===== src/rtl/sram_ctrl_pkg.sv =====
package sram_ctrl_pkg;

  typedef enum logic [1:0] {
    ST_IDLE    = 2'd0,
    ST_READ    = 2'd1,
    ST_WSTROBE = 2'd2,
    ST_WREC    = 2'd3
  } sram_st_e;

  // Ceiling of a nanosecond limit over a picosecond period, never below one.
  function automatic int unsigned ns_to_cycles(input int unsigned ns, input int unsigned clk_ps);
    int unsigned whole;
    whole = (ns * 1000) / clk_ps;
    if (((ns * 1000) % clk_ps) != 0) whole = whole + 1;
    if (whole == 0) whole = 1;
    return whole;
  endfunction

  function automatic int unsigned max2(input int unsigned a, input int unsigned b);
    return (a > b) ? a : b;
  endfunction

  // Recovery gap: the write-recovery limit, or whatever remains of the full write cycle.
  function automatic int unsigned rec_cycles(input int unsigned wr_ns, input int unsigned wc_ns,
                                             input int unsigned wp_cyc, input int unsigned clk_ps);
    int unsigned wc_cyc;
    int unsigned rest;
    wc_cyc = ns_to_cycles(wc_ns, clk_ps);
    rest   = (wc_cyc > wp_cyc) ? (wc_cyc - wp_cyc) : 0;
    return max2(ns_to_cycles(wr_ns, clk_ps), rest);
  endfunction

endpackage


===== src/rtl/sram_phase_timer.sv =====
module sram_phase_timer #(
  parameter int unsigned CNT_W = 5
) (
  input  logic             clk,
  input  logic             rst_n,
  input  logic             load,
  input  logic [CNT_W-1:0] load_val,
  output logic             expired
);
  logic [CNT_W-1:0] cnt_q;

  always_ff @(posedge clk) begin
    if (!rst_n)              cnt_q <= '0;
    else if (load)           cnt_q <= load_val;
    else if (cnt_q != '0)    cnt_q <= cnt_q - 1'b1;
  end

  assign expired = (cnt_q == '0);
endmodule


===== src/rtl/sram_bus_regs.sv =====
module sram_bus_regs #(
  parameter int unsigned AW = 21,
  parameter int unsigned DW = 8
) (
  input  logic          clk,
  input  logic          rst_n,
  input  logic          cap_req,
  input  logic [AW-1:0] req_addr,
  input  logic [DW-1:0] req_wdata,
  input  logic          cap_rd,
  input  logic [DW-1:0] dq_in,
  output logic [AW-1:0] addr_q,
  output logic [DW-1:0] wdata_q,
  output logic [DW-1:0] rdata_q
);
  always_ff @(posedge clk) begin
    if (!rst_n) begin
      addr_q  <= '0;
      wdata_q <= '0;
    end else if (cap_req) begin
      addr_q  <= req_addr;
      wdata_q <= req_wdata;
    end
  end

  always_ff @(posedge clk) begin
    if (!rst_n)      rdata_q <= '0;
    else if (cap_rd) rdata_q <= dq_in;
  end
endmodule


===== src/rtl/sram_async_ctrl.sv =====
module sram_async_ctrl
  import sram_ctrl_pkg::*;
#(
  parameter int unsigned AW        = 21,
  parameter int unsigned DW        = 8,
  parameter int unsigned CLK_PS    = 5000,
  parameter int unsigned T_ACC_NS  = 100,
  parameter int unsigned T_CE_NS   = 100,
  parameter int unsigned T_OE_NS   = 50,
  parameter int unsigned T_WP_NS   = 75,
  parameter int unsigned T_DS_NS   = 40,
  parameter int unsigned T_WC_NS   = 100,
  parameter int unsigned T_WR_NS   = 10
) (
  input  logic          clk,
  input  logic          rst_n,
  input  logic          req_valid,
  output logic          req_ready,
  input  logic          req_we,
  input  logic [AW-1:0] req_addr,
  input  logic [DW-1:0] req_wdata,
  output logic [DW-1:0] rsp_rdata,
  output logic          rsp_done,
  output logic [AW-1:0] mem_addr,
  output logic          mem_ce_n,
  output logic          mem_oe_n,
  output logic          mem_we_n,
  output logic [DW-1:0] mem_dq_out,
  output logic          mem_dq_oe,
  input  logic [DW-1:0] mem_dq_in
);
  localparam int unsigned RD_CYC  = max2(ns_to_cycles(T_ACC_NS, CLK_PS),
                                    max2(ns_to_cycles(T_CE_NS, CLK_PS), ns_to_cycles(T_OE_NS, CLK_PS)));
  localparam int unsigned WP_CYC  = max2(ns_to_cycles(T_WP_NS, CLK_PS), ns_to_cycles(T_DS_NS, CLK_PS));
  localparam int unsigned REC_CYC = rec_cycles(T_WR_NS, T_WC_NS, WP_CYC, CLK_PS);
  localparam int unsigned MAX_CYC = max2(RD_CYC, max2(WP_CYC, REC_CYC));
  localparam int unsigned CNT_W   = $clog2(MAX_CYC + 1);

  sram_st_e         st_q, st_nx;
  logic             tmr_load, tmr_expired;
  logic [CNT_W-1:0] tmr_val;

  // Named internal events
  logic accept, rd_sample, wr_strobe_end, wr_done;
  assign accept        = req_valid && (st_q == ST_IDLE);
  assign rd_sample     = (st_q == ST_READ)    && tmr_expired;
  assign wr_strobe_end = (st_q == ST_WSTROBE) && tmr_expired;
  assign wr_done       = (st_q == ST_WREC)    && tmr_expired;

  always_comb begin
    st_nx    = st_q;
    tmr_load = 1'b0;
    tmr_val  = '0;
    unique case (st_q)
      ST_IDLE: if (accept) begin
        tmr_load = 1'b1;
        st_nx    = req_we ? ST_WSTROBE : ST_READ;
        tmr_val  = req_we ? CNT_W'(WP_CYC - 1) : CNT_W'(RD_CYC - 1);
      end
      ST_READ:    if (rd_sample) st_nx = ST_IDLE;
      ST_WSTROBE: if (wr_strobe_end) begin
        st_nx    = ST_WREC;
        tmr_load = 1'b1;
        tmr_val  = CNT_W'(REC_CYC - 1);
      end
      ST_WREC:    if (wr_done) st_nx = ST_IDLE;
      default:    st_nx = ST_IDLE;
    endcase
  end

  // Strobes are registered from the next state so the memory sees glitch-free lines.
  always_ff @(posedge clk) begin
    if (!rst_n) begin
      st_q      <= ST_IDLE;
      mem_ce_n  <= 1'b1;
      mem_oe_n  <= 1'b1;
      mem_we_n  <= 1'b1;
      mem_dq_oe <= 1'b0;
      rsp_done  <= 1'b0;
    end else begin
      st_q      <= st_nx;
      mem_ce_n  <= !((st_nx == ST_READ) || (st_nx == ST_WSTROBE));
      mem_oe_n  <= !(st_nx == ST_READ);
      mem_we_n  <= !(st_nx == ST_WSTROBE);
      mem_dq_oe <= (st_nx == ST_WSTROBE) || (st_nx == ST_WREC);
      rsp_done  <= rd_sample || wr_done;
    end
  end

  assign req_ready = (st_q == ST_IDLE);

  sram_phase_timer #(.CNT_W(CNT_W)) u_timer (
    .clk      (clk),
    .rst_n    (rst_n),
    .load     (tmr_load),
    .load_val (tmr_val),
    .expired  (tmr_expired)
  );

  sram_bus_regs #(.AW(AW), .DW(DW)) u_bus (
    .clk       (clk),
    .rst_n     (rst_n),
    .cap_req   (accept),
    .req_addr  (req_addr),
    .req_wdata (req_wdata),
    .cap_rd    (rd_sample),
    .dq_in     (mem_dq_in),
    .addr_q    (mem_addr),
    .wdata_q   (mem_dq_out),
    .rdata_q   (rsp_rdata)
  );

  // Length of the current write-strobe low period, for the pulse-width check.
  logic [CNT_W-1:0] we_low_len;
  always_ff @(posedge clk) begin
    if (!rst_n)        we_low_len <= '0;
    else if (mem_we_n) we_low_len <= '0;
    else               we_low_len <= we_low_len + 1'b1;
  end

  AST_IDLE_LINES_HIGH: assert property (@(posedge clk) disable iff (!rst_n)
    req_ready |-> (mem_ce_n && mem_oe_n && mem_we_n));
  AST_OE_OFF_IN_WRITE: assert property (@(posedge clk) disable iff (!rst_n)
    !mem_we_n |-> mem_oe_n);
  AST_STROBE_WIDTH: assert property (@(posedge clk) disable iff (!rst_n)
    $rose(mem_we_n) |-> (we_low_len == CNT_W'(WP_CYC)));
  AST_DONE_RELEASED: assert property (@(posedge clk) disable iff (!rst_n)
    rsp_done |-> (mem_ce_n && !mem_dq_oe));
  AST_ADDR_HOLD: assert property (@(posedge clk) disable iff (!rst_n)
    (mem_dq_oe && $past(mem_dq_oe)) |-> $stable(mem_addr));
  AST_BUS_FREE_READ: assert property (@(posedge clk) disable iff (!rst_n)
    !mem_oe_n |-> (!mem_dq_oe && !$past(mem_dq_oe)));
endmodule


===== config.mk =====
export PLATFORM = sky130hd
export DESIGN_NAME = sram_async_ctrl
export DESIGN_NICKNAME = d
export VERILOG_FILES = /design/src/rtl/sram_ctrl_pkg.sv /design/src/rtl/sram_phase_timer.sv /design/src/rtl/sram_bus_regs.sv /design/src/rtl/sram_async_ctrl.sv
export SDC_FILE = /design/constraint.sdc
export NUM_CORES = 1
export LEC_CHECK = 0
export BUFFER_PORTS_ARGS = -buffer_cell sky130_fd_sc_hd__buf_2
export CAP_MARGIN = 20
export CORE_MARGIN = 1.5
export CORE_UTILIZATION = 46
export CTS_CLUSTER_DIAMETER = 120
export CTS_CLUSTER_SIZE = 12
export DETAILED_ROUTE_END_ITERATION = 8
export PLACE_DENSITY_LB_ADDON = 0.2
export SLEW_MARGIN = 5
export SYNTH_ARGS = -nofsm -noshare
export SYNTH_HDL_FRONTEND = slang
export SYNTH_SLANG_ARGS = --single-unit

===== constraint.sdc =====
create_clock -name clk -period 2 [get_ports clk]
set_input_delay 0.3 -clock clk [delete_from_list [all_inputs] [get_ports clk]]
set_output_delay 0.3 -clock clk [all_outputs]
set_load 0.01 [all_outputs]

==> out/metrics.cfg, run 1 <==
[outcome]
status = finished clean

[clock_tree]
cts_tree = built
cts_root_buf = clkbuf_8
cts_htree_levels = 2
cts_buffers = 5
clk_path_buf_depth = 2
clock_sinks = 48
ctsHoldBuffers = 0
cts.clk_slew.worst_paths_ps = 80
cts_setup_buffers = 0
ctsResizeCount = 0
clock_latency_ps = 290

[global_routing]
gr-usage-met1_pct = 23.4
busiest_layer = met2
grt_util_met2_pct = 30.0
antenna_found_initial = 0
grt-ovfl-total = 0
use_met3_pct = 4.33
grt_max_degree = 27
grt_pass1_wl_mm = 6.29
grt_pass1_vias = 1388
gr-usage-all-layers_pct = 18.2

[logic_synthesis]
syn_avg_cell_area_um2 = 8.50
yosys_warnings = 0
synth.net_count = 268
ys_ff_latch = 48
yosysUniqueCellTypes = 31
yosysSeqAreaShare_pct = 50.7
synth_top_area_share_pct = 50.7
synth_area_leaders = dfxtp_1 51%, nand2_1 12%, a21oi_1 11%
syn_inst = 223
yosysTopAreaCell = dfxtp_1
syn-cell-area_um2 = 1900

[placed_design]
placed_cells = 346
dp_hpwl_mm = 3.00
port-buffer-count = 83
gp_congestion = 0.786

[pwr]
switching_share_pct = 31.1
sequentialPowerShare_pct = 45.7
power_frac_comb_pct = 28.0
p_total_w = 0.00254
p_int_w = 0.00175
p_sw_w = 0.000790
p_per_area_nw_per_um2 = 1040
pwr-share-clk_pct = 26.3
peakVddDrop_v = 0.000615
p_leak_nw = 1.12

[setup_path]
critical-path-top-delay-family = simple AND/OR/NAND/NOR gates
cp-end-kind = flip-flop
crit_top_cell = ha_1
path_cells = inv_1, ha_1, nor4b_4, mux2i_1, nand2_1, ha_1, nand2b_1
critPathBufInv = 1
worstSetupStartpointType = flip-flop
cp.arrival_ps = 2020
path_class = reg2reg
worst_path_max_delay_cell = nor4b_4
cp.required_ps = 2190
crit_fanout = 6
max_stage_delay_ps = 370

[detailed_routing]
drtIter0Drc = 134
vias = 1752
dr.pass1.iters = 4
ant_nets = 0
viasPerCell = 4.95
drc = 0
drt_wl_total_mm = 4.21
wl_per_cell_um = 11.9

[sta]
clock_skew_ps = 4.07
slew_headroom_pct = 65.4
rsz0062_at_grt = false
setup_viol = 0
hold-worst-slack_ps = 234
drv_slew = 0
worst_slew_pin_slew_ps = 517
clock.fmax_mhz = 546
fin_tns_setup_ps = 0
finalCritPeriodShare_pct = 91.6
finalHoldViolCount = 0
layout_min_cycle_time_ps = 1830

[hold_path]
hp-class = in2reg

[floorplanning]
ios = 84
die_area_um2 = 4520
fp-row-count = 23
die_h_um = 67.2
start_util_pct = 47.7
core_area_um2 = 3970
die_w_um = 67.2

[final_layout]
fin_cells = 354
diodes = 0
multi_input_area_um2 = 848
fill_cells = 368
area_delta_synth_final_pct = 28.9
nNetsFinal = 348
register_area_um2 = 961
layout-drive-gt1-share_pct = 33.2

[flow_run]
max_cap_violations = 0

-- per-stage QoR --
stage	instance area, um2	util (%)	setup slack [ps]
after CTS	2440	61.5	159
after detailed placement	2340	58.8	160
final	2440	61.5	167
after floorplan	1900	-	354
after global placement	2340	58.8	238
after global routing	2440	61.5	21.0
-- final timing paths --
kind                                       start                to  slack, ps  cells after the start
worst max-delay path            u_timer.cnt_q[0]          mem_ce_n        170                      7
worst min-delay path                req_addr[12]  u_bus.addr_q[12]        230                      3
worst max register to register  u_timer.cnt_q[0]          mem_ce_n        170                      7
worst min register to register  u_bus.addr_q[16]  u_bus.addr_q[16]        450                      2
-- layer usage --
layer	routed length (um)	vias up
li1	-	900
met1	1850	793
met2	2050	53
met3	252	6
met4	55	0
met5	0	-
-- registers in the layout, summed over array words and instances (netlist names) --
register,count
mem_ce_n,1
u_timer.cnt_q,5
u_bus.wdata_q,8
rsp_done,1
st_q,1
u_bus.addr_q,21
mem_oe_n,1
mem_we_n,1
mem_dq_oe,1
u_bus.rdata_q,8
-- power by group through the flow --
stage	registers [W]	clock network (W)	logic, W
finish	0.00116	0.000669	0.000711
global route	0.00118	0.000726	0.000792
CTS	0.00116	0.000697	0.000719
detailed placement	0.00118	0	0.000715
global placement	0.00118	0	0.000711
floorplan	0.00120	0	0.000495
-- layout make-up --
type / count / area share [%]
well taps: 50 / 2.56
flip-flops and latches: 48 / 39.3
multi-input cells: 157 / 34.7
repair buffers: 88 / 18.5
clock buffers: 6 / 2.97
inverters: 3 / 0.461
clock inverters: 2 / 1.43
-- synth_stat cells --
cell type  instances
and3b_1            1
xnor2_1            2
nand2_1           63
nor3_1             2
a21oi_1           41
a311oi_2           1
nand2b_1           4
o31a_1             1
clkinv_1           1
ha_1               4
inv_1              2
o2bb2ai_1          1
nor4b_4            1
dfxtp_1           48
or4b_4             1
buf_2              8
o21ai_1            8
or3b_1             1
nand3_2            1
o32ai_2            1
nor2b_1            2
buf_6              2
nor2_1             4
mux2i_1            1
xor2_1             1
and2_1             2
nand3_1           10
a22oi_1            1
clkbuf_1           5
nor3b_2            1
nor3b_1            2
-- cell families (layout without fill, tap and decap cells) --
family	count (synthesis)	after routing	share of synthesized area, %
and+or+nand+nor	95	95	24.0
AOI/OAI and AO/OA	54	54	15.9
DFF	48	48	50.7
buffers and inverters	18	99	4.88
adders and majority gates	4	4	2.64
xor gates and xnor gates	3	3	1.39
muxes	1	1	0.528
-- tightest hold or removal path, cell delays in order --
cell,delay (ps)
buf_2,90
nand2_1,40
a21oi_1,50
-- cells in the final DEF (no fill, tap or decap), types with 4 or more instances in the layout --
| cell type | n |
|---|---|
| buf_2 | 83 |
| nand2_1 | 63 |
| dfxtp_1 | 48 |
| a21oi_1 | 41 |
| nand3_1 | 10 |
| o21ai_1 | 8 |
| clkbuf_8 | 5 |
| buf_4 | 5 |
| nor2_1 | 4 |
| nand2b_1 | 4 |
| ha_1 | 4 |
(Power assumes the default switching activity.)
==> run 2: changes to the inputs <==
--- a/config.mk
+++ b/config.mk
@@ -5,6 +5,7 @@
 export SDC_FILE = /design/constraint.sdc
 export NUM_CORES = 1
 export LEC_CHECK = 0
+export ABC_AREA = 1
 export BUFFER_PORTS_ARGS = -buffer_cell sky130_fd_sc_hd__buf_2
 export CAP_MARGIN = 20
 export CORE_MARGIN = 1.5
==> constraint.sdc (replaced) <==
create_clock -name clk -period 2 [get_ports clk]
set_input_delay 0 -clock clk [delete_from_list [all_inputs] [get_ports clk]]
set_output_delay 0 -clock clk [all_outputs]
set_load 0.01 [all_outputs]
==> out/metrics.cfg, run 2 <==
[global_routing]
grt_pass1_vias = 1753
grt-ovfl-total = 0
gr-usage-all-layers_pct = 21.9
grt_max_degree = 36
antenna_found_initial = 0
grt_pass1_wl_mm = 7.42

[logic_synthesis]
ys.flop_type = dfxtp_1
synth_area_leaders = dfxtp_1 52%, nor2_1 14%, o21ai_0 8.3%
syn_avg_cell_area_um2 = 7.75
yosysTopAreaCell = dfxtp_1
synth_edf_count = 0
ys_ff_latch = 48
syn_inst = 240
syn-cell-area_um2 = 1860
yosysSeqAreaShare_pct = 51.6
synthTopCellsByCount = 69 x nor2_1, 48 x dfxtp_1, 31 x o21ai_0
synth_top_area_share_pct = 51.6
synth.net_count = 285
yosys_warnings = 0
yosysUniqueCellTypes = 21
async_flop_share_pct = 0
synth_most_common_cell = nor2_1

[hold_path]
min-delay-start = req_we
worstHoldPathCells = 3
holdPathEnd = u_timer.cnt_q[4]
hp-class = in2reg

[clock_tree]
cts_buffers = 5
cts_tree = built
ctsHoldBuffers = 37
clock_latency_ps = 290
clk_path_buf_depth = 2
cts_setup_buffers = 0
cts_root_buf = clkbuf_8
cts.clk_slew.worst_paths_ps = 80
cts_htree_levels = 2
clock_sinks = 48
ctsResizeCount = 0

[floorplanning]
die_h_um = 66.6
die_area_um2 = 4430
ios = 84
start_util_pct = 49.3
fp-row-count = 22
core_area_um2 = 3770
die_w_um = 66.6

[setup_path]
reg2reg_from = u_timer.cnt_q[0]
reg2reg_depth = 7
crit_fanout = 4
cp.arrival_ps = 1940
worstSetupStartpointType = flip-flop
cp-end-kind = flip-flop
cp.required_ps = 2180
r2r_end = mem_ce_n
ff2ff_setup_slack_ps = 240
path_class = reg2reg

[flow_run]
max_cap_violations = 0

[detailed_routing]
drt_wl_total_mm = 4.73
drtIter0Drc = 121
wl_per_cell_um = 11.6
viasPerCell = 4.69
drc = 0
ant_nets = 0
dr.pass1.iters = 4
vias = 1909

[sta]
layout_min_cycle_time_ps = 1760
rsz0062_at_grt = false
drv_slew = 0
worst_slew_pin_slew_ps = 527
clock.fmax_mhz = 569
finalHoldViolCount = 0
setup_slack_ps = 243
fin_tns_setup_ps = 0
clock_skew_ps = 4.23
setup_viol = 0
slew_headroom_pct = 64.9
finalCritPeriodShare_pct = 87.8

[final_layout]
multi_input_area_um2 = 791
layout_commonest_cell = buf_2
diodes = 0
nNetsFinal = 404
register_area_um2 = 961
largest_registers = u_bus.addr_q: 21 flops, u_bus.rdata_q: 8 flops, u_bus.wdata_q: 8 flops
top_register = u_bus.addr_q
fill_cells = 305
area_delta_synth_final_pct = 48.0
layout-drive-gt1-share_pct = 29.0
largest_register_ffs = 21
layout_common_cells = 83 x buf_2, 69 x nor2_1, 48 x dfxtp_1

[placed_design]
gp_congestion = 0.815
dp_slack_ps = 242
dp_hpwl_mm = 2.76
port-buffer-count = 83

[pwr]
p_leak_nw = 1.35
p_int_w = 0.00173
peakVddDrop_v = 0.000573
switching_share_pct = 34.6
p_per_area_nw_per_um2 = 959
p_sw_w = 0.000915
pwr-share-clk_pct = 20.3
power_frac_comb_pct = 34.6
sequentialPowerShare_pct = 45.1

[outcome]
status = finished clean

## run 2: worst max-delay path, cell delays in order, from the launching register on
cell,delay [ps]
dfxtp_1,320
inv_1,120
ha_1,180
nand2_1,80
o21ai_0,250
nand3_2,130
ha_1,280
or2_2,290
## run 2: worst max path at each step
stage	start	end	slack [ps]	depth (start not counted)
2_1_floorplan	u_timer.cnt_q[0]	mem_ce_n	360	10
3_3_place_gp	u_timer.cnt_q[0]	mem_ce_n	340	10
3_5_place_dp	u_timer.cnt_q[0]	mem_ce_n	240	7
4_1_cts	u_timer.cnt_q[0]	mem_ce_n	230	7
5_1_grt	u_timer.cnt_q[0]	mem_ce_n	110	10
6_report	u_timer.cnt_q[0]	mem_ce_n	240	7
## run 2: logic make-up (layout without fill, tap and decap cells)
| group | after synthesis | count (layout) | share of synthesized area (%) |
|---|---|---|---|
| simple gates | 119 | 119 | 27.8 |
| buf+inv | 25 | 144 | 5.85 |
| xor+xnor | 1 | 1 | 0.471 |
| flops | 48 | 48 | 51.6 |
| compound gates | 43 | 43 | 11.6 |
| fa+ha+maj | 4 | 4 | 2.69 |
## run 2: metrics by stage
stage	std cells	util [%]	hold WS, ps	power (W)	instance area (um2)
after floorplan	240	-	136	0.00181	1860
after global placement	363	61.1	246	0.00204	2310
after detailed placement	363	61.1	256	0.00207	2310
after CTS	407	73.0	40.7	0.00265	2750
after global routing	407	73.0	64.6	0.00283	2750
final	407	73.0	45.7	0.00264	2750
## run 2: power by group through the flow
stage | clock network, W | registers [W] | logic (W)
2_1_floorplan | 0 | 0.00126 | 0.000548
3_3_place_gp | 0 | 0.00121 | 0.000835
3_5_place_dp | 0 | 0.00121 | 0.000853
4_1_cts | 0.000545 | 0.00119 | 0.000909
5_1_grt | 0.000589 | 0.00121 | 0.00103
6_report | 0.000536 | 0.00119 | 0.000914
## run 2: final cells by class
type / instances / area share (%)
flip-flops and latches: 48 / 34.9
repair buffers: 124 / 29.6
multi-input cells: 167 / 28.7
clock buffers: 6 / 2.64
well taps: 48 / 2.18
inverters: 13 / 1.77
clock inverters: 1 / 0.182
## run 2: per-layer routing
metal	GRT usage [%]	up-vias	share of wire, %	wire (um)
met5	0	-	0	0
met2	38.1	60	47	2230
li1	-	1010	-	-
met3	6.59	12	6.3	298
met1	24.2	827	44	2090
met4	10.7	0	2.5	116
==> run 3: changes to the inputs <==
--- a/config.mk
+++ b/config.mk
@@ -8,6 +8,7 @@
 export ABC_AREA = 1
 export BUFFER_PORTS_ARGS = -buffer_cell sky130_fd_sc_hd__buf_2
 export CAP_MARGIN = 20
+export CORE_ASPECT_RATIO = 0.6
 export CORE_MARGIN = 1.5
 export CORE_UTILIZATION = 46
 export CTS_CLUSTER_DIAMETER = 120
==> out/metrics.cfg, run 3 (synthesis gave the netlist of run 2 again) <==
[sta]
finalHoldViolCount = 0
clock.fmax_mhz = 571
drv_slew = 0
finalCritPeriodShare_pct = 87.6
worst_slew_pin_slew_ps = 537
setup_viol = 0
clock_skew_ps = 4.03
fin_tns_setup_ps = 0
rsz0062_at_grt = false
slew_headroom_pct = 64.2
layout_min_cycle_time_ps = 1750

[global_routing]
grt_max_degree = 36
antenna_found_initial = 0
grt-ovfl-total = 0
grt_util_met2_pct = 39.3
use_met3_pct = 5.20
grt_pass1_wl_mm = 7.73
grt_pass1_vias = 1759
gr-usage-all-layers_pct = 22.6
busiest_layer = met2
gr-usage-met1_pct = 28.3

[clock_tree]
cts.clk_slew.worst_paths_ps = 80
clock_sinks = 48
cts_setup_buffers = 0
clock_latency_ps = 290
clk_path_buf_depth = 2
cts_root_buf = clkbuf_8
ctsHoldBuffers = 37
cts_htree_levels = 2
cts_tree = built
cts_buffers = 5
ctsResizeCount = 0

[detailed_routing]
vias = 1937
viasPerCell = 4.76
drtIter0Drc = 69
drc = 8
wl_per_cell_um = 11.7
ant_nets = 0
dr.pass1.iters = 6
drt_wl_total_mm = 4.77

[final_layout]
layout_common_cells = 83 x buf_2, 69 x nor2_1, 48 x dfxtp_1
top_register = u_bus.addr_q
layout_commonest_cell = buf_2
layout-drive-gt1-share_pct = 29.4
post-route-cell-area_um2 = 2770
fill_cells = 314
largest_registers = u_bus.addr_q: 21 flops, u_bus.rdata_q: 8 flops, u_bus.wdata_q: 8 flops
diodes = 0
area_delta_synth_final_pct = 48.8
largest_register_ffs = 21
nNetsFinal = 404

[floorplanning]
core_area_um2 = 3760
die_w_um = 85.1
start_util_pct = 49.4
die_h_um = 52.3
fp-row-count = 17
ios = 84
die_area_um2 = 4450

[setup_path]
path_cells = inv_1, ha_1, nand2_1, nor2_2, nand2_1, nand2_1, nand2_1, inv_2, ha_1, or2_2
max_stage_delay_ps = 350
cp-end-kind = flip-flop
crit_top_cell = nand2_1
cp.required_ps = 2180
path_class = reg2reg
cp.arrival_ps = 1930
worst_path_max_delay_cell = dfxtp_1
crit_fanout = 4
worstSetupStartpointType = flip-flop

[placed_design]
port-buffer-count = 83
placed_area_um2 = 2300
dp_hpwl_mm = 2.94
gp_congestion = 0.788

[pwr]
p_per_area_nw_per_um2 = 972
p_leak_nw = 1.36
peakVddDrop_v = 0.000593

[outcome]
status = complete, but fails checks
failed_checks = DRC

[flow_run]
max_cap_violations = 0

[hold_path]
hp-class = in2reg

run 3: cell count changes in the layout (fill, tap and decap cells not counted):
cell      before  now
clkinv_2       1    2
clkbuf_1       1    0
clkbuf_8       5    6
run 3: area by class of cell:
type / count / area (um2) / area share [%]
multi-input cells: 167 / 791 / 28.6
flip-flops and latches: 48 / 961 / 34.7
clock buffers: 6 / 82.6 / 2.98
clock inverters: 2 / 10.0 / 0.362
well taps: 47 / 58.8 / 2.12
inverters: 13 / 48.8 / 1.76
repair buffers: 124 / 816 / 29.5
run 3: final timing paths:
check,start,endpoint,slack (ps),cells past startpoint
max,u_timer.cnt_q[0],mem_ce_n,250,10
min,req_we,u_timer.cnt_q[4],30,3
max reg2reg,u_timer.cnt_q[0],mem_ce_n,250,10
min reg2reg,u_bus.rdata_q[2],u_bus.rdata_q[2],460,2
run 3: stage by stage:
| stage | std cells | util (%) | power [W] | hold slack (ps) | setup slack, ps |
|---|---|---|---|---|---|
| global route | 407 | 73.5 | 0.00291 | 28.9 | 128 |
| finish | 407 | 73.5 | 0.00269 | 31.9 | 247 |
| CTS | 407 | 73.5 | 0.00270 | 18.9 | 255 |
| floorplan | 240 | - | 0.00181 | 136 | 363 |
| global placement | 362 | 61.2 | 0.00207 | 251 | 316 |
| detailed placement | 362 | 61.2 | 0.00207 | 257 | 266 |
run 3: per-layer routing:
layer / up-vias / wire length [um]
li1: 1012 / -
met1: 861 / 2280
met2: 62 / 2140
met3: 2 / 324
met4: 0 / 25
met5: - / 0
run 3: worst max-delay path: cells and delay by family (launching register included):
family	cells	cell delay, ps
AND/OR/NAND/NOR	6	660
buffers and inverters	2	140
flip-flops	1	350
adder cells (fa/ha/maj)	2	490
run 3: power breakdown:
| part | internal (W) | leakage (nW) | switching (W) |
|---|---|---|---|
| registers | 0.00111 | 0.396 | 0.0000893 |
| clock network | 0.000276 | 0.0510 | 0.000299 |
| logic | 0.000383 | 0.913 | 0.000538 |
| total | 0.00177 | 1.36 | 0.000926 |
